--- src/rtl/deadband_pkg.sv ---
package deadband_pkg;
    localparam int DB_NCH = 3;
    localparam int DB_CW  = 16;

    typedef struct packed {
        logic lvl;
        logic rise;
        logic fall;
    } edge_ev_t;
endpackage

--- src/rtl/deadband_edge.sv ---
module deadband_edge
    import deadband_pkg::*;
(
    input  logic     clk,
    input  logic     rst,
    input  logic     pin,
    output edge_ev_t ev
);
    typedef struct packed {
        logic sync;
        logic prev;
    } edge_st_t;

    edge_st_t st_q, st_d;

    always_comb begin
        st_d      = st_q;
        st_d.sync = pin;
        st_d.prev = st_q.sync;
        ev.lvl    = st_q.sync;
        ev.rise   = st_q.sync & ~st_q.prev;
        ev.fall   = ~st_q.sync & st_q.prev;
    end

    always_ff @(posedge clk or posedge rst) begin
        if (rst) st_q <= '0;
        else     st_q <= st_d;
    end
endmodule

--- src/rtl/deadband_lane.sv ---
module deadband_lane
    import deadband_pkg::*;
#(
    parameter int CW = DB_CW
) (
    input  logic          clk,
    input  logic          rst,
    input  logic          tick,
    input  logic          arm,
    input  logic [CW-1:0] gap,
    input  edge_ev_t      ev,
    output logic          drv_dir,
    output logic          drv_inv
);
    localparam logic [CW-1:0] ONE = CW'(1);

    typedef struct packed {
        logic [CW-1:0] cnt;
        logic          dir;
        logic          inv;
    } lane_st_t;

    lane_st_t st_q, st_d;

    always_comb begin
        st_d = st_q;
        if (!arm) begin
            st_d = '0;
        end else if (ev.rise) begin
            st_d.inv = 1'b0;
            st_d.cnt = gap;
            st_d.dir = (gap == '0);
        end else if (ev.fall) begin
            st_d.dir = 1'b0;
            st_d.cnt = gap;
            st_d.inv = (gap == '0);
        end else if (tick && st_q.cnt != '0) begin
            st_d.cnt = st_q.cnt - ONE;
            if (st_q.cnt == ONE) begin
                if (ev.lvl) st_d.dir = 1'b1;
                else        st_d.inv = 1'b1;
            end
        end
    end

    always_ff @(posedge clk or posedge rst) begin
        if (rst) st_q <= '0;
        else     st_q <= st_d;
    end

    assign drv_dir = st_q.dir;
    assign drv_inv = st_q.inv;
endmodule

--- src/rtl/deadband_trio.sv ---
module deadband_trio
    import deadband_pkg::*;
#(
    parameter int NCH = DB_NCH,
    parameter int CW  = DB_CW
) (
    input  logic                    clk,
    input  logic                    rst,
    input  logic                    tick,
    input  logic                    arm,
    input  logic [NCH-1:0][CW-1:0]  gap_len,
    input  logic [NCH-1:0]          pwm_in,
    output logic [2*NCH-1:0]        drv_out
);
    for (genvar i = 0; i < NCH; i++) begin : g_phase
        edge_ev_t ev;

        deadband_edge u_edge (
            .clk (clk),
            .rst (rst),
            .pin (pwm_in[i]),
            .ev  (ev)
        );

        deadband_lane #(.CW(CW)) u_lane (
            .clk     (clk),
            .rst     (rst),
            .tick    (tick),
            .arm     (arm),
            .gap     (gap_len[i]),
            .ev      (ev),
            .drv_dir (drv_out[2*i]),
            .drv_inv (drv_out[2*i+1])
        );
    end
endmodule

--- config.mk ---
export PLATFORM = sky130hd
export DESIGN_NAME = deadband_trio
export DESIGN_NICKNAME = d
export VERILOG_FILES = /design/src/rtl/deadband_pkg.sv /design/src/rtl/deadband_edge.sv /design/src/rtl/deadband_lane.sv /design/src/rtl/deadband_trio.sv
export SDC_FILE = /design/constraint.sdc
export NUM_CORES = 1
export LEC_CHECK = 0
export BUFFER_PORTS_ARGS = -buffer_cell sky130_fd_sc_hd__buf_2
export CAP_MARGIN = 20
export CORE_ASPECT_RATIO = 1.25
export CORE_MARGIN = 4
export CORE_UTILIZATION = 45
export DETAILED_ROUTE_END_ITERATION = 10
export PLACE_DENSITY = 0.78
export SYNTH_ARGS = -nofsm -noshare
export SYNTH_HDL_FRONTEND = slang
export SYNTH_SLANG_ARGS = --single-unit
export TNS_END_PERCENT = 20
--- constraint.sdc ---
create_clock -name clk -period 2.05 [get_ports clk]
set_input_delay 0.41 -clock clk [delete_from_list [all_inputs] [get_ports clk]]
set_output_delay 0.41 -clock clk [all_outputs]
set_load 0.03 [all_outputs]
* Word level (Yosys, flattened, before mapping) *
Cells that the tools add are included.

operators by class
  $add $sub $neg = 3
  multiply operators = 0
  div/mod/pow operators = 0
  magnitude comparators = 0
  equality and inequality tests = 15
  shifts and indexed selects = 0
  muxes and demuxes = 21
  bitwise gates (word level) = 12
  reductions and logical operators = 15

operator list
  kind                                                                   number
  18-bit 2-to-1 mux                                                      12
  16-bit by 1-bit == test with 1-bit output (second input constant)      3
  16-bit zero test                                                       3
  16-bit nonzero test                                                    3
  16-bit by 1-bit subtractor with 16-bit output (second input constant)  3
  4-bit by 1-bit != test with 1-bit output (second input constant)       9
  3-bit AND reduction                                                    6
  4-bit != test (second input constant)                                  3
  1-bit bitwise AND                                                      6
  1-bit 2-to-1 mux                                                       6
  2-bit 2-to-1 mux                                                       3
  1-bit NOT                                                              6
  1-bit logical AND                                                      3

word-level totals
  register bits after elaboration = 60
  latch bits = 0
  RAM bits = 0
  bits in read-only memories = 0
  input port bits = 55
  output and inout bits = 6
  word-level logic and storage cells = 81
  memories kept = 0

* Depth between registers and ports, before layout *
Gate-level depths: netlist of the first run.

  depth after elaboration = 6
  mapped depth = 7
  depth with buffers taken out = 7

* Cells and area by module *
Synthesis of the first run repeated with hierarchy kept, for this count alone.

unflattened totals
  cell total of the unflattened synthesis = 450
  area, all modules = 3981.3 µm²

modules (own cells, without submodules)
  module                                 instances  cells each  area an instance (µm²)  sequential area each (µm²)
  deadband_lane (g_phase[1].u_lane ...)  2          148         1290.0                  450.4
  deadband_lane (g_phase[0].u_lane)      1          136         1172.4                  450.4
  deadband_edge                          3          6           76.3                    50.0

* Least setup slack after synthesis of the first run *
Ideal clock, no wire load.

  path kind = reg-to-reg
  from = register g_phase[1].u_lane.st_q[2] (netlist name)
  to = register g_phase[1].u_lane.st_q[2] (netlist name)
  library setup time = 0.087 ns
  data arrival time = 1.871 ns
  data required time = 1.963 ns
  setup slack = 0.092 ns
  stages on the path, launching flop included = 8
  buffers on the path = 0
  clock period less this slack = 1.958 ns
  path through = dfrtp_1 > inv_1 > ha_1 > or3b_2 > nor4_4 > nand2b_2 > xnor2_1 > a211oi_2

on the way
  cells in the longest elaborated chain, start to end = 5
  elaborated cells between the ends (all ways) = 8
  classes of those cells = add/sub: 1; eq/ne: 1; mux: 4; reduce/logical: 2

ends and longest elaborated chain
  what                                           line                 text
  from (decl)                                    deadband_lane.sv:23  lane_st_t st_q, st_d;
  from (signal assigned)                         deadband_lane.sv:48  else st_q <= st_d;
  16-bit by 1-bit subtractor with 16-bit output  deadband_lane.sv:38  st_d.cnt = st_q.cnt - ONE;
  18-bit 2-to-1 mux                              deadband_lane.sv:37  end else if (tick && st_q.cnt != '0) begin
  18-bit 2-to-1 mux                              deadband_lane.sv:33  end else if (ev.fall) begin
  18-bit 2-to-1 mux                              deadband_lane.sv:29  end else if (ev.rise) begin
  18-bit 2-to-1 mux                              deadband_lane.sv:27  if (!arm) begin

Several ways; a longest one is shown, not always the timed one. The select of a mux whose other input is x is not followed.
A chain may end at the register's enable or synchronous reset.

* Final worst setup path of the first run *
  from = register g_phase[1].u_lane.st_q[2] (netlist name)
  to = register g_phase[1].u_lane.st_q[13] (netlist name)

Same word-level chain as after synthesis.

==> impl_metrics.xml, run 1 <==
<?xml version="1.0" encoding="UTF-8"?>
<metrics>
  <group name="run_status">
    <metric name="run_status" unit="">finished, violations left</metric>
    <metric name="failed_checks" unit="">setup timing</metric>
  </group>
  <group name="synth">
    <metric name="post-synth-top-area-fraction" unit="%">40.2</metric>
    <metric name="dominant_register_cell_in_the_synthesized_netlist" unit="">dfrtp_1</metric>
    <metric name="synthesis.area" unit="um^2">3740</metric>
    <metric name="yosysWarningCount" unit="">0</metric>
    <metric name="netlist.top_cell.by_area" unit="">dfrtp_1</metric>
    <metric name="synth_enable_flop_cells" unit="">0</metric>
    <metric name="synth_cell_type_count" unit="">58</metric>
    <metric name="synth_fp_nets" unit="">475</metric>
    <metric name="syn_area_per_cell" unit="um^2">9.03</metric>
    <metric name="synthesis.instances" unit="">414</metric>
    <metric name="ys_seq_area_share" unit="%">40.2</metric>
    <metric name="yosys-top-cells-area" unit="">dfrtp_1 (40%), a21oi_1 (5.8%), xnor2_1 (5.2%)</metric>
    <metric name="synthArstFlopShare" unit="%">100</metric>
    <metric name="synth.ff_latch_count" unit="">60</metric>
  </group>
  <group name="route">
    <metric name="post_drt_via_cell_ratio" unit="">6.15</metric>
    <metric name="detailroute.wirelength.met3" unit="um">493</metric>
    <metric name="met1Wirelength" unit="um">3980</metric>
    <metric name="route.antenna.remaining_nets" unit="">0</metric>
    <metric name="top_signal_layer_used" unit="">met4</metric>
    <metric name="detail_route.first_pass.iterations" unit="">5</metric>
    <metric name="route.detailed.drc" unit="">0</metric>
    <metric name="wl_per_cell" unit="um">16.8</metric>
    <metric name="met2_wirelength" unit="um">5130</metric>
    <metric name="wirelength" unit="um">9880</metric>
    <metric name="drt_first_iter_violations" unit="">268</metric>
    <metric name="dr_vias" unit="">3615</metric>
  </group>
  <group name="critical_path">
    <metric name="arrival" unit="ps">2320</metric>
    <metric name="worstSetupStartpointType" unit="">register</metric>
    <metric name="setup.reg_to_reg.worst_slack" unit="ps">-70</metric>
    <metric name="worstPathMaxFanout" unit="">5</metric>
    <metric name="timing.setup.critical_path_class" unit="">reg2reg</metric>
    <metric name="cp.required" unit="ps">2250</metric>
    <metric name="timing.critical_path.to_type" unit="">register</metric>
  </group>
  <group name="clock_tree">
    <metric name="cts_inserted_buffers" unit="">9</metric>
    <metric name="clock_sink_count" unit="">60</metric>
    <metric name="clk_transition_reported_paths" unit="ps">70</metric>
    <metric name="clock_tree.root_cell" unit="">clkbuf_8</metric>
    <metric name="tritoncts" unit="">done</metric>
    <metric name="cts_htree_levels" unit="">3</metric>
    <metric name="largest_buffer_count_on_any_clock_path" unit="">2</metric>
    <metric name="clkLatencyLatePin" unit="ps">340</metric>
    <metric name="holdBufCountCts" unit="">0</metric>
  </group>
  <group name="pwr">
    <metric name="cellPowerDensity" unit="nW/um^2">760</metric>
    <metric name="clock_power_share" unit="%">30.9</metric>
    <metric name="pwr-share-seq" unit="%">42.1</metric>
    <metric name="p_switching" unit="W">0.00115</metric>
    <metric name="vdd.ir_drop.worst" unit="mV">0.517</metric>
    <metric name="switching_share" unit="%">33.4</metric>
    <metric name="power.combinational.fraction" unit="%">27.0</metric>
    <metric name="internal_power" unit="W">0.00230</metric>
    <metric name="p_leak" unit="nW">1.89</metric>
  </group>
  <group name="layout">
    <metric name="multi_input_comb_area" unit="um^2">2150</metric>
    <metric name="sequential_cell_area" unit="um^2">1500</metric>
    <metric name="fin_util" unit="%">57.3</metric>
    <metric name="nets" unit="">550</metric>
    <metric name="layout_overhead_on_the_synthesized_area" unit="%">21.5</metric>
    <metric name="stdcell_count" unit="">588</metric>
    <metric name="n_fill_cell" unit="">689</metric>
    <metric name="layout-drive-gt1-share" unit="%">28.0</metric>
    <metric name="antenna_cells_inserted" unit="">0</metric>
  </group>
  <group name="placement">
    <metric name="place.detailed.instances" unit="">568</metric>
    <metric name="io_buffer_count" unit="">60</metric>
    <metric name="finalWeightedCongestion" unit="">0.889</metric>
    <metric name="detailedPlacementHpwl" unit="um">7050</metric>
  </group>
  <group name="min_path">
    <metric name="hold_path_class" unit="">in2async</metric>
  </group>
  <group name="die">
    <metric name="area_of_the_die" unit="um^2">9840</metric>
    <metric name="coreArea" unit="um^2">7930</metric>
    <metric name="boundaryPins" unit="">61</metric>
    <metric name="fp.dieW" unit="um">89.5</metric>
    <metric name="rows" unit="">36</metric>
    <metric name="floorplan.initialDensity" unit="%">47.2</metric>
    <metric name="floorplan.die.height" unit="um">110</metric>
  </group>
  <group name="timing">
    <metric name="period_needed" unit="ps">2120</metric>
    <metric name="rsz_0062_raised_after_global_routing" unit="">yes</metric>
    <metric name="layout_worst_path_cycle_share" unit="%">103</metric>
    <metric name="finalHoldViolCount" unit="">0</metric>
    <metric name="max_clock_freq" unit="MHz">472</metric>
    <metric name="worst_setup_skew_after_layout" unit="ps">5.96</metric>
    <metric name="final_critical_path_setup_slack" unit="ps">-69.7</metric>
    <metric name="worst_slew_pin_slew" unit="ps">516</metric>
    <metric name="relSlewSlack" unit="%">64.7</metric>
    <metric name="hold_slack" unit="ps">60.9</metric>
    <metric name="fin_tns_setup" unit="ps">-114</metric>
    <metric name="slew_viol_final" unit="">0</metric>
    <metric name="finalSetupViolCount" unit="">3</metric>
  </group>
  <group name="run">
    <metric name="drv.max_cap_violation_count" unit="">0</metric>
  </group>
  <group name="grt">
    <metric name="grt_antenna_before_repair" unit="">0</metric>
    <metric name="groute.usage.overall" unit="%">20.6</metric>
    <metric name="gr-total-overflow" unit="">0</metric>
    <metric name="pin_count_of_the_biggest_net_entering_global_routing" unit="">43</metric>
    <metric name="first_global_vias" unit="">3515</metric>
    <metric name="grt_first_pass_wirelength" unit="um">15800</metric>
  </group>
</metrics>
## state kept, by name, indices dropped and copies added, names as in the netlist
register                cells
g_phase.u_edge.ev           3
g_phase.u_lane.st_q        48
g_phase.u_lane.drv_dir      3
g_phase.u_lane.drv_inv      3
g_phase.u_edge.st_q         3
## path summary, 6_finish.rpt
path / start / end / cells after the start
worst max-delay path: g_phase[1].u_lane.st_q[2]$_DFFE_PP0P_ / g_phase[1].u_lane.st_q[13]$_DFFE_PP0P_ / 8
worst min-delay path: rst / g_phase[2].u_lane.drv_inv$_DFFE_PP0P_ / 2
worst max register to register: g_phase[1].u_lane.st_q[2]$_DFFE_PP0P_ / g_phase[1].u_lane.st_q[13]$_DFFE_PP0P_ / 8
worst min register to register: g_phase[1].u_edge.ev[2]$_DFF_PP0_ / g_phase[1].u_edge.st_q[0]$_DFF_PP0_ / 0
max in group asynchronous: rst / g_phase[0].u_lane.st_q[5]$_DFFE_PP0P_ / 3
min in group clk: pwm_in[0] / g_phase[0].u_edge.ev[2]$_DFF_PP0_ / 1
## synthesized netlist by cell type, drive strengths merged, types with 10 or more instances
cell,instances
dfrtp,60
a21oi,43
o21ai,39
nor4,28
nor2,25
nand2,22
xnor2,22
xor2,18
clkbuf,16
inv,14
nor3,13
a211oi,11
nand4,10
## power groups by stage
| stage | Clock (W) | Combinational (W) | Sequential, W |
|---|---|---|---|
| detailed placement | 0 | 0.000869 | 0.00146 |
| global route | 0.00112 | 0.00103 | 0.00147 |
| global placement | 0 | 0.000844 | 0.00145 |
| CTS | 0.00108 | 0.000883 | 0.00144 |
| finish | 0.00106 | 0.000932 | 0.00145 |
| floorplan | 0 | 0.000616 | 0.00143 |
## critical path, stage by stage, from the launching register on
cell and delay, ps:
dfrtp_1 400, inv_2 100, ha_4 170, or3b_4 400, nor4_4 400, buf_4 180, nor3_2 40, xnor2_1 180
a21oi_1 110
## per-stage QoR
stage          setup slack (ps)  instance area (um^2)  power, W
3_5_place_dp              -13.1                  4250   0.00233
2_1_floorplan              92.3                  3740   0.00204
4_1_cts                    5.22                  4450   0.00340
3_3_place_gp               67.0                  4250   0.00230
5_1_grt                    -102                  4540   0.00362
6_report                  -69.7                  4540   0.00345
## routing by layer
layer / GRT usage (%) / up-vias
met4: 10.5 / 0
met2: 34.8 / 117
met5: 0 / -
li1: - / 1693
met3: 3.67 / 27
met1: 24.8 / 1778
## area by class of cell
type	instances	share of cell area, %
clock buffer	10	3.03
clock inverter	5	1.16
inverter	14	1.16
multi-input combinational	315	47.3
sequential	60	33.1
tap	95	2.62
timing repair buffer	89	11.7
## logic make-up (layout without fill, tap and decap cells)
logic type | Yosys count | in the layout | share of synthesized area, %
buf+inv | 39 | 118 | 4.75
fa+ha+maj | 6 | 6 | 2.01
xor+xnor | 40 | 40 | 9.37
mux | 4 | 4 | 1.10
compound gates | 120 | 120 | 19.2
simple gates | 145 | 145 | 23.4
flops | 60 | 60 | 40.2
## layout by cell type (no fill, tap or decap), types with 2 or more instances in the layout
| cell | count |
|---|---|
| a2111oi_2 | 2 |
| a211oi_1 | 9 |
| a211oi_2 | 2 |
| a21oi_1 | 43 |
| a31oi_1 | 7 |
| and3_1 | 2 |
| buf_2 | 60 |
| buf_4 | 28 |
| clkbuf_8 | 10 |
| clkinv_2 | 3 |
| dfrtp_1 | 59 |
| ha_1 | 5 |
| inv_1 | 11 |
| inv_2 | 3 |
| mux2i_1 | 3 |
| nand2_1 | 21 |
| nand2b_1 | 3 |
| nand3_1 | 7 |
| nand3b_1 | 4 |
| nand4_1 | 10 |
| nand4b_1 | 3 |
| nor2_1 | 25 |
| nor3_1 | 11 |
| nor3_2 | 2 |
| nor4_1 | 22 |
| nor4_2 | 5 |
| nor4b_2 | 2 |
| o211ai_1 | 5 |
| o21ai_0 | 38 |
| or3_1 | 7 |
| or4_1 | 5 |
| or4_4 | 4 |
| xnor2_1 | 19 |
| xnor2_2 | 3 |
| xor2_1 | 18 |
## what timing repair did
item / in CTS / in global routing
endpoints found under the setup margin: 5 / 16
pin swaps: 0 / 3
gates resized for setup: 2 / 14
endpoints found under the hold margin: 0 / 0
setup buffers: 0 / 5
No activity file was read; power rests on OpenSTA's default activity.
==> run 2, diff against run 1 <==
--- a/config.mk
+++ b/config.mk
@@ -5,13 +5,15 @@
 export SDC_FILE = /design/constraint.sdc
 export NUM_CORES = 1
 export LEC_CHECK = 0
-export BUFFER_PORTS_ARGS = -buffer_cell sky130_fd_sc_hd__buf_2
 export CAP_MARGIN = 20
+export CELL_PAD_IN_SITES_DETAIL_PLACEMENT = 0
+export CELL_PAD_IN_SITES_GLOBAL_PLACEMENT = 2
 export CORE_ASPECT_RATIO = 1.25
 export CORE_MARGIN = 4
-export CORE_UTILIZATION = 45
+export CORE_UTILIZATION = 35
 export DETAILED_ROUTE_END_ITERATION = 10
-export PLACE_DENSITY = 0.78
+export DONT_BUFFER_PORTS = 1
+export PLACE_DENSITY = 0.86
 export SYNTH_ARGS = -nofsm -noshare
 export SYNTH_HDL_FRONTEND = slang
 export SYNTH_SLANG_ARGS = --single-unit
==> run 2 against run 1 <==
Against the previous run: the run now ends clean; maximum frequency up 6.4%; clock power increased by 43%; design area down 2.7%; clock skew increased by 0.93 ps; critical path depth down 2; routed wire length grew 1.8%; sequential share of layout area up 0.93 points; clock-buffer cell count increased by 2; global-route usage down 3.9 points.
==> impl_metrics.xml, run 2 (same netlist as run 1, synthesis figures left out) <==
<?xml version="1.0" encoding="UTF-8"?>
<metrics>
  <group name="run_status">
    <metric name="run_status" unit="">finished clean</metric>
  </group>
  <group name="clock_tree">
    <metric name="tritoncts" unit="">done</metric>
    <metric name="clock_sink_count" unit="">60</metric>
    <metric name="clkLatencyLatePin" unit="ps">320</metric>
    <metric name="clock_tree.root_cell" unit="">clkbuf_16</metric>
    <metric name="cts_inserted_buffers" unit="">9</metric>
    <metric name="cts_htree_levels" unit="">3</metric>
    <metric name="largest_buffer_count_on_any_clock_path" unit="">2</metric>
    <metric name="holdBufCountCts" unit="">0</metric>
    <metric name="clk_transition_reported_paths" unit="ps">50</metric>
  </group>
  <group name="grt">
    <metric name="gr-total-overflow" unit="">0</metric>
    <metric name="pin_count_of_the_biggest_net_entering_global_routing" unit="">61</metric>
    <metric name="grt_first_pass_wirelength" unit="um">16200</metric>
    <metric name="grt_antenna_before_repair" unit="">0</metric>
    <metric name="groute.usage.overall" unit="%">16.7</metric>
    <metric name="first_global_vias" unit="">3335</metric>
  </group>
  <group name="critical_path">
    <metric name="timing.critical_path.cells" unit="">or4_4, nor4_4, buf_4, nor3_2, xnor2_1, a21oi_1</metric>
    <metric name="cpLargestDelayFamily" unit="">simple AND/OR/NAND/NOR gates</metric>
    <metric name="startpoint" unit="">g_phase[1].u_lane.st_q[13]$_DFFE_PP0P_</metric>
    <metric name="cp.required" unit="ps">2250</metric>
    <metric name="arrival" unit="ps">2190</metric>
    <metric name="worstSetupStartpointType" unit="">register</metric>
    <metric name="crit-reg2reg-launch" unit="">g_phase[1].u_lane.st_q[13]$_DFFE_PP0P_</metric>
    <metric name="cpPeakStageDelay" unit="ps">590</metric>
    <metric name="timing.critical_path.to_type" unit="">register</metric>
    <metric name="worst_path_max_delay_cell" unit="">or4_4</metric>
    <metric name="worstPathMaxFanout" unit="">4</metric>
    <metric name="cp.buffers_inverters" unit="">1</metric>
    <metric name="timing.setup.critical_path_class" unit="">reg2reg</metric>
  </group>
  <group name="layout">
    <metric name="multi_input_comb_area" unit="um^2">2170</metric>
    <metric name="sequential_cell_area" unit="um^2">1500</metric>
    <metric name="n_fill_cell" unit="">1056</metric>
    <metric name="final_common_cell" unit="">dfrtp_1</metric>
    <metric name="layout_overhead_on_the_synthesized_area" unit="%">18.2</metric>
    <metric name="nets" unit="">489</metric>
    <metric name="antenna_cells_inserted" unit="">0</metric>
    <metric name="layout-drive-gt1-share" unit="%">17.3</metric>
    <metric name="layout_common_cells" unit="">dfrtp_1 (59), a21oi_1 (43), o21ai_0 (38), buf_4 (27), nor2_1 (25)</metric>
    <metric name="regMostFlops" unit="">g_phase.u_lane.st_q</metric>
    <metric name="fin_util" unit="%">43.1</metric>
    <metric name="largest_reg_flops" unit="">48</metric>
  </group>
  <group name="route">
    <metric name="route.detailed.drc" unit="">0</metric>
    <metric name="detail_route.first_pass.iterations" unit="">4</metric>
    <metric name="wl_per_cell" unit="um">17.9</metric>
    <metric name="dr_vias" unit="">3250</metric>
    <metric name="drt_first_iter_violations" unit="">138</metric>
    <metric name="route.antenna.remaining_nets" unit="">0</metric>
    <metric name="post_drt_via_cell_ratio" unit="">5.78</metric>
    <metric name="wirelength" unit="um">10100</metric>
  </group>
  <group name="timing">
    <metric name="worst_slew_pin_slew" unit="ps">538</metric>
    <metric name="period_needed" unit="ps">1990</metric>
    <metric name="fin_tns_setup" unit="ps">0</metric>
    <metric name="finalSetupViolCount" unit="">0</metric>
    <metric name="finalHoldViolCount" unit="">0</metric>
    <metric name="slew_viol_final" unit="">0</metric>
    <metric name="relSlewSlack" unit="%">63.2</metric>
    <metric name="hold_slack" unit="ps">28.0</metric>
    <metric name="max_clock_freq" unit="MHz">502</metric>
    <metric name="worst_setup_skew_after_layout" unit="ps">6.90</metric>
    <metric name="layout_worst_path_cycle_share" unit="%">97.1</metric>
  </group>
  <group name="pwr">
    <metric name="internal_power" unit="W">0.00269</metric>
    <metric name="cellPowerDensity" unit="nW/um^2">867</metric>
    <metric name="clock_power_share" unit="%">39.7</metric>
    <metric name="pwr-share-seq" unit="%">38.6</metric>
    <metric name="power.combinational.fraction" unit="%">21.7</metric>
    <metric name="p_leak" unit="nW">1.70</metric>
    <metric name="vdd.ir_drop.worst" unit="mV">0.546</metric>
    <metric name="power.total" unit="W">0.00383</metric>
    <metric name="p_switching" unit="W">0.00115</metric>
    <metric name="switching_share" unit="%">29.9</metric>
  </group>
  <group name="min_path">
    <metric name="hold_path_class" unit="">in2async</metric>
  </group>
  <group name="run">
    <metric name="drv.max_cap_violation_count" unit="">0</metric>
  </group>
  <group name="die">
    <metric name="boundaryPins" unit="">61</metric>
    <metric name="floorplan.die.height" unit="um">124</metric>
    <metric name="rows" unit="">41</metric>
    <metric name="coreArea" unit="um^2">10300</metric>
    <metric name="floorplan.initialDensity" unit="%">36.4</metric>
    <metric name="area_of_the_die" unit="um^2">12400</metric>
    <metric name="fp.dieW" unit="um">100</metric>
  </group>
  <group name="placement">
    <metric name="detailedPlacementHpwl" unit="um">6990</metric>
    <metric name="finalWeightedCongestion" unit="">0.829</metric>
    <metric name="io_buffer_count" unit="">0</metric>
  </group>
</metrics>
==> run 2: what timing repair did <==
action	CTS	global route
setup endpoints to repair	0	25
buffers inserted	0	3
endpoints found under the hold margin	0	0
resized for setup	0	17
==> run 2: final timing paths <==
kind	endpoint	slack, ps	depth (start not counted)
max in group asynchronous	g_phase[2].u_lane.st_q[4]$_DFFE_PP0P_	1740	2
setup reg to reg	g_phase[1].u_lane.st_q[13]$_DFFE_PP0P_	60	6
hold reg to reg	g_phase[1].u_edge.st_q[0]$_DFF_PP0_	470	0
min in group clk	g_phase[1].u_edge.ev[2]$_DFF_PP0_	110	0
hold / removal	g_phase[0].u_edge.ev[2]$_DFF_PP0_	30	2
setup / recovery	g_phase[1].u_lane.st_q[13]$_DFFE_PP0P_	60	6
==> run 2: power groups by stage <==
stage | clock, W | combinational, W | sequential [W]
floorplan | 0 | 0.000616 | 0.00143
global placement | 0 | 0.000774 | 0.00147
detailed placement | 0 | 0.000780 | 0.00148
CTS | 0.00157 | 0.000788 | 0.00146
global route | 0.00164 | 0.000931 | 0.00150
finish | 0.00152 | 0.000832 | 0.00148
==> run 2: final cells by class <==
class | count | share of cell area, %
Inverter | 14 | 1.19
Timing Repair Buffer | 28 | 5.04
Multi-Input combinational cell | 315 | 49.2
Tap cell | 129 | 3.65
Sequential cell | 60 | 34.0
Clock buffer | 12 | 5.81
Clock inverter | 4 | 1.08
==> run 2: worst reg2reg max path, delay by kind of cell (launching register included) <==
kind	cells	cell delay, ps
AND/OR/NAND/NOR	3	980
XOR/XNOR	1	180
flip-flops	1	410
AO/OA/AOI/OAI	1	90
buffers and inverters	1	180
==> run 2: per-stage QoR <==
| step | cells | setup WS [ps] | cell area [um^2] |
|---|---|---|---|
| 2_1_floorplan | 414 | 92.3 | 3740 |
| 3_3_place_gp | 543 | 35.4 | 4000 |
| 4_1_cts | 559 | 12.4 | 4300 |
| 3_5_place_dp | 543 | 39.4 | 4000 |
| 6_report | 562 | 58.4 | 4420 |
| 5_1_grt | 562 | -20.3 | 4420 |
==> run 2: metal layers <==
| metal | track usage (%) | vias to the layer above | share of wire (%) |
|---|---|---|---|
| met3 | 4.91 | 10 | 5.6 |
| met5 | 0 | - | 0 |
| met4 | 5.31 | 0 | 1.2 |
| met1 | 20.1 | 1577 | 42 |
| met2 | 28.8 | 83 | 52 |
| li1 | - | 1580 | - |
==> run 3, diff against run 2 <==
--- a/config.mk
+++ b/config.mk
@@ -11,6 +11,7 @@
 export CORE_ASPECT_RATIO = 1.25
 export CORE_MARGIN = 4
 export CORE_UTILIZATION = 35
+export CTS_CLUSTER_DIAMETER = 120
 export DETAILED_ROUTE_END_ITERATION = 10
 export DONT_BUFFER_PORTS = 1
 export PLACE_DENSITY = 0.86
==> constraint.sdc (replaced) <==
create_clock -name clk -period 1.7 [get_ports clk]
set_input_delay 0.34 -clock clk [delete_from_list [all_inputs] [get_ports clk]]
set_output_delay 0.34 -clock clk [all_outputs]
set_load 0.03 [all_outputs]
==> run 3 against run 2 <==
Against the previous run: the flow now finishes with violations (setup timing); setup slack got worse by 300 ps; sequential power up 17%; design area grew 15%; sequential cell count unchanged; total power increased by 29%; clock-buffer cell count grew 3; non-clock buffer count is 64 higher; largest cell class unchanged; critical path type unchanged.
==> impl_metrics.xml, run 3 (same netlist as run 1, synthesis figures left out) <==
<?xml version="1.0" encoding="UTF-8"?>
<metrics>
  <group name="run_status">
    <metric name="run_status" unit="">finished, violations left</metric>
    <metric name="failed_checks" unit="">setup timing</metric>
  </group>
  <group name="die">
    <metric name="floorplan.initialDensity" unit="%">36.4</metric>
    <metric name="area_of_the_die" unit="um^2">12400</metric>
    <metric name="floorplan.die.height" unit="um">124</metric>
    <metric name="fp.dieW" unit="um">100</metric>
    <metric name="coreArea" unit="um^2">10300</metric>
    <metric name="rows" unit="">41</metric>
    <metric name="boundaryPins" unit="">61</metric>
  </group>
  <group name="grt">
    <metric name="first_global_vias" unit="">3592</metric>
    <metric name="grt_antenna_before_repair" unit="">0</metric>
    <metric name="gr-total-overflow" unit="">0</metric>
    <metric name="grt_first_pass_wirelength" unit="um">17200</metric>
    <metric name="pin_count_of_the_biggest_net_entering_global_routing" unit="">61</metric>
    <metric name="groute.usage.overall" unit="%">17.9</metric>
  </group>
  <group name="pwr">
    <metric name="vdd.ir_drop.worst" unit="mV">0.616</metric>
    <metric name="p_leak" unit="nW">2.05</metric>
    <metric name="power.total" unit="W">0.00493</metric>
    <metric name="switching_share" unit="%">30.7</metric>
    <metric name="internal_power" unit="W">0.00342</metric>
    <metric name="cellPowerDensity" unit="nW/um^2">971</metric>
    <metric name="p_switching" unit="W">0.00152</metric>
    <metric name="clock_power_share" unit="%">35.5</metric>
    <metric name="power.combinational.fraction" unit="%">29.5</metric>
    <metric name="pwr-share-seq" unit="%">35.1</metric>
  </group>
  <group name="critical_path">
    <metric name="worstSetupStartpointType" unit="">register</metric>
    <metric name="worst_path_max_delay_cell" unit="">or4_4</metric>
    <metric name="cpLargestDelayFamily" unit="">simple AND/OR/NAND/NOR gates</metric>
    <metric name="worstPathMaxFanout" unit="">4</metric>
    <metric name="critical_path.reg2reg.endpoint" unit="">g_phase[1].u_lane.st_q[15]$_DFFE_PP0P_</metric>
    <metric name="cp_num_cells" unit="">6</metric>
    <metric name="cpPeakStageDelay" unit="ps">580</metric>
    <metric name="arrival" unit="ps">2150</metric>
    <metric name="cp.required" unit="ps">1910</metric>
    <metric name="crit-reg2reg-launch" unit="">g_phase[1].u_lane.st_q[12]$_DFFE_PP0P_</metric>
    <metric name="timing.critical_path.to_type" unit="">register</metric>
    <metric name="cp.buffers_inverters" unit="">1</metric>
    <metric name="endpoint" unit="">g_phase[1].u_lane.st_q[15]$_DFFE_PP0P_</metric>
    <metric name="timing.setup.critical_path_class" unit="">reg2reg</metric>
    <metric name="setup.reg_to_reg.worst_slack" unit="ps">-240</metric>
    <metric name="startpoint" unit="">g_phase[1].u_lane.st_q[12]$_DFFE_PP0P_</metric>
    <metric name="timing.reg2reg.worst_path_depth" unit="">6</metric>
    <metric name="timing.critical_path.cells" unit="">or4_4, nor4_4, buf_4, nor3_1, xnor2_1, a21oi_1</metric>
  </group>
  <group name="placement">
    <metric name="detailedPlacementHpwl" unit="um">7650</metric>
    <metric name="finalWeightedCongestion" unit="">0.799</metric>
    <metric name="io_buffer_count" unit="">0</metric>
    <metric name="post-place-ws" unit="ps">-305</metric>
  </group>
  <group name="layout">
    <metric name="n_fill_cell" unit="">959</metric>
    <metric name="largest_reg_flops" unit="">48</metric>
    <metric name="layout_common_cells" unit="">buf_4 (85), dfrtp_1 (60), a21oi_1 (43), o21ai_0 (37), nor2_1 (25)</metric>
    <metric name="final_common_cell" unit="">buf_4</metric>
    <metric name="regMostFlops" unit="">g_phase.u_lane.st_q</metric>
    <metric name="layout-drive-gt1-share" unit="%">32.0</metric>
    <metric name="layout_overhead_on_the_synthesized_area" unit="%">35.8</metric>
    <metric name="antenna_cells_inserted" unit="">0</metric>
    <metric name="nets" unit="">553</metric>
  </group>
  <group name="clock_tree">
    <metric name="cts_htree_levels" unit="">3</metric>
    <metric name="clkLatencyLatePin" unit="ps">330</metric>
    <metric name="tritoncts" unit="">done</metric>
    <metric name="clock_sink_count" unit="">60</metric>
    <metric name="clock_tree.root_cell" unit="">clkbuf_16</metric>
    <metric name="largest_buffer_count_on_any_clock_path" unit="">2</metric>
    <metric name="cts_inserted_buffers" unit="">9</metric>
    <metric name="clk_transition_reported_paths" unit="ps">50</metric>
  </group>
  <group name="min_path">
    <metric name="hold_path_class" unit="">in2reg</metric>
  </group>
  <group name="route">
    <metric name="route.antenna.remaining_nets" unit="">0</metric>
    <metric name="wl_per_cell" unit="um">17.0</metric>
    <metric name="dr_vias" unit="">3501</metric>
    <metric name="drt_first_iter_violations" unit="">130</metric>
    <metric name="route.detailed.drc" unit="">0</metric>
    <metric name="detail_route.first_pass.iterations" unit="">4</metric>
    <metric name="post_drt_via_cell_ratio" unit="">5.59</metric>
    <metric name="wirelength" unit="um">10700</metric>
  </group>
  <group name="timing">
    <metric name="worst_setup_skew_after_layout" unit="ps">5.46</metric>
    <metric name="slew_viol_final" unit="">0</metric>
    <metric name="finalSetupViolCount" unit="">22</metric>
    <metric name="layout_worst_path_cycle_share" unit="%">114</metric>
    <metric name="period_needed" unit="ps">1940</metric>
    <metric name="worst_slew_pin_slew" unit="ps">421</metric>
    <metric name="final_critical_path_setup_slack" unit="ps">-241</metric>
    <metric name="max_clock_freq" unit="MHz">515</metric>
    <metric name="relSlewSlack" unit="%">71.7</metric>
    <metric name="finalHoldViolCount" unit="">0</metric>
    <metric name="rsz_0062_raised_after_global_routing" unit="">yes</metric>
  </group>
  <group name="run">
    <metric name="drv.max_cap_violation_count" unit="">0</metric>
  </group>
</metrics>
-- run 3: layout make-up --
| class | count | area, um^2 | area share (%) |
|---|---|---|---|
| inverters | 14 | 56.3 | 1.11 |
| well taps | 129 | 161 | 3.18 |
| flip-flops and latches | 60 | 1500 | 29.6 |
| repair buffers | 92 | 751 | 14.8 |
| multi-input cells | 315 | 2330 | 45.8 |
| clock inverters | 1 | 5.00 | 0.0985 |
| clock buffers | 15 | 278 | 5.47 |
-- run 3: how the worst min path moves through the flow --
stage / from / end / slack, ps / depth (start not counted)
3_3_place_gp: rst / g_phase[0].u_lane.drv_dir$_DFFE_PP0P_ / 330 / 2
6_report: pwm_in[1] / g_phase[1].u_edge.ev[2]$_DFF_PP0_ / 30 / 0
3_5_place_dp: rst / g_phase[0].u_lane.drv_dir$_DFFE_PP0P_ / 330 / 2
2_1_floorplan: pwm_in[0] / g_phase[0].u_edge.ev[2]$_DFF_PP0_ / 370 / 0
5_1_grt: pwm_in[1] / g_phase[1].u_edge.ev[2]$_DFF_PP0_ / 20 / 0
4_1_cts: pwm_in[2] / g_phase[2].u_edge.ev[2]$_DFF_PP0_ / 30 / 0
-- run 3: per-layer routing --
metal / global-route usage, % / vias up / routed length [um] / share of wire, %
met2: 30.1 / 59 / 5440 / 51
met3: 3.89 / 15 / 422 / 4.0
met4: 8.26 / 0 / 227 / 2.1
met1: 21.7 / 1725 / 4570 / 43
li1: - / 1702 / - / -
met5: 0 / - / 0 / 0
-- run 3: power by group through the flow --
stage	combinational, W	clock (W)	sequential (W)
final	0.00145	0.00175	0.00173
after global routing	0.00159	0.00184	0.00175
after CTS	0.00141	0.00177	0.00172
after detailed placement	0.00128	0	0.00173
after global placement	0.00126	0	0.00173
after floorplan	0.000760	0	0.00172
-- run 3: stage by stage --
step	utilization, %	cells	instance area [um^2]	hold slack, ps	TNS, ps
final	49.5	626	5080	35.0	-2800
after global routing	49.5	626	5080	22.6	-6440
after floorplan	-	414	3770	371	-1810
after CTS	48.8	626	5000	28.4	-2650
after global placement	44.0	605	4520	326	-3110
after detailed placement	44.0	605	4520	328	-4590
-- run 3: what timing repair did --
action	4_1_cts	5_1_grt
pin swaps	16	9
hold endpoints to repair	60	0
gates resized for setup	28	13
buffers inserted	4	0
setup endpoints to repair	46	52
hold buffers	1	0
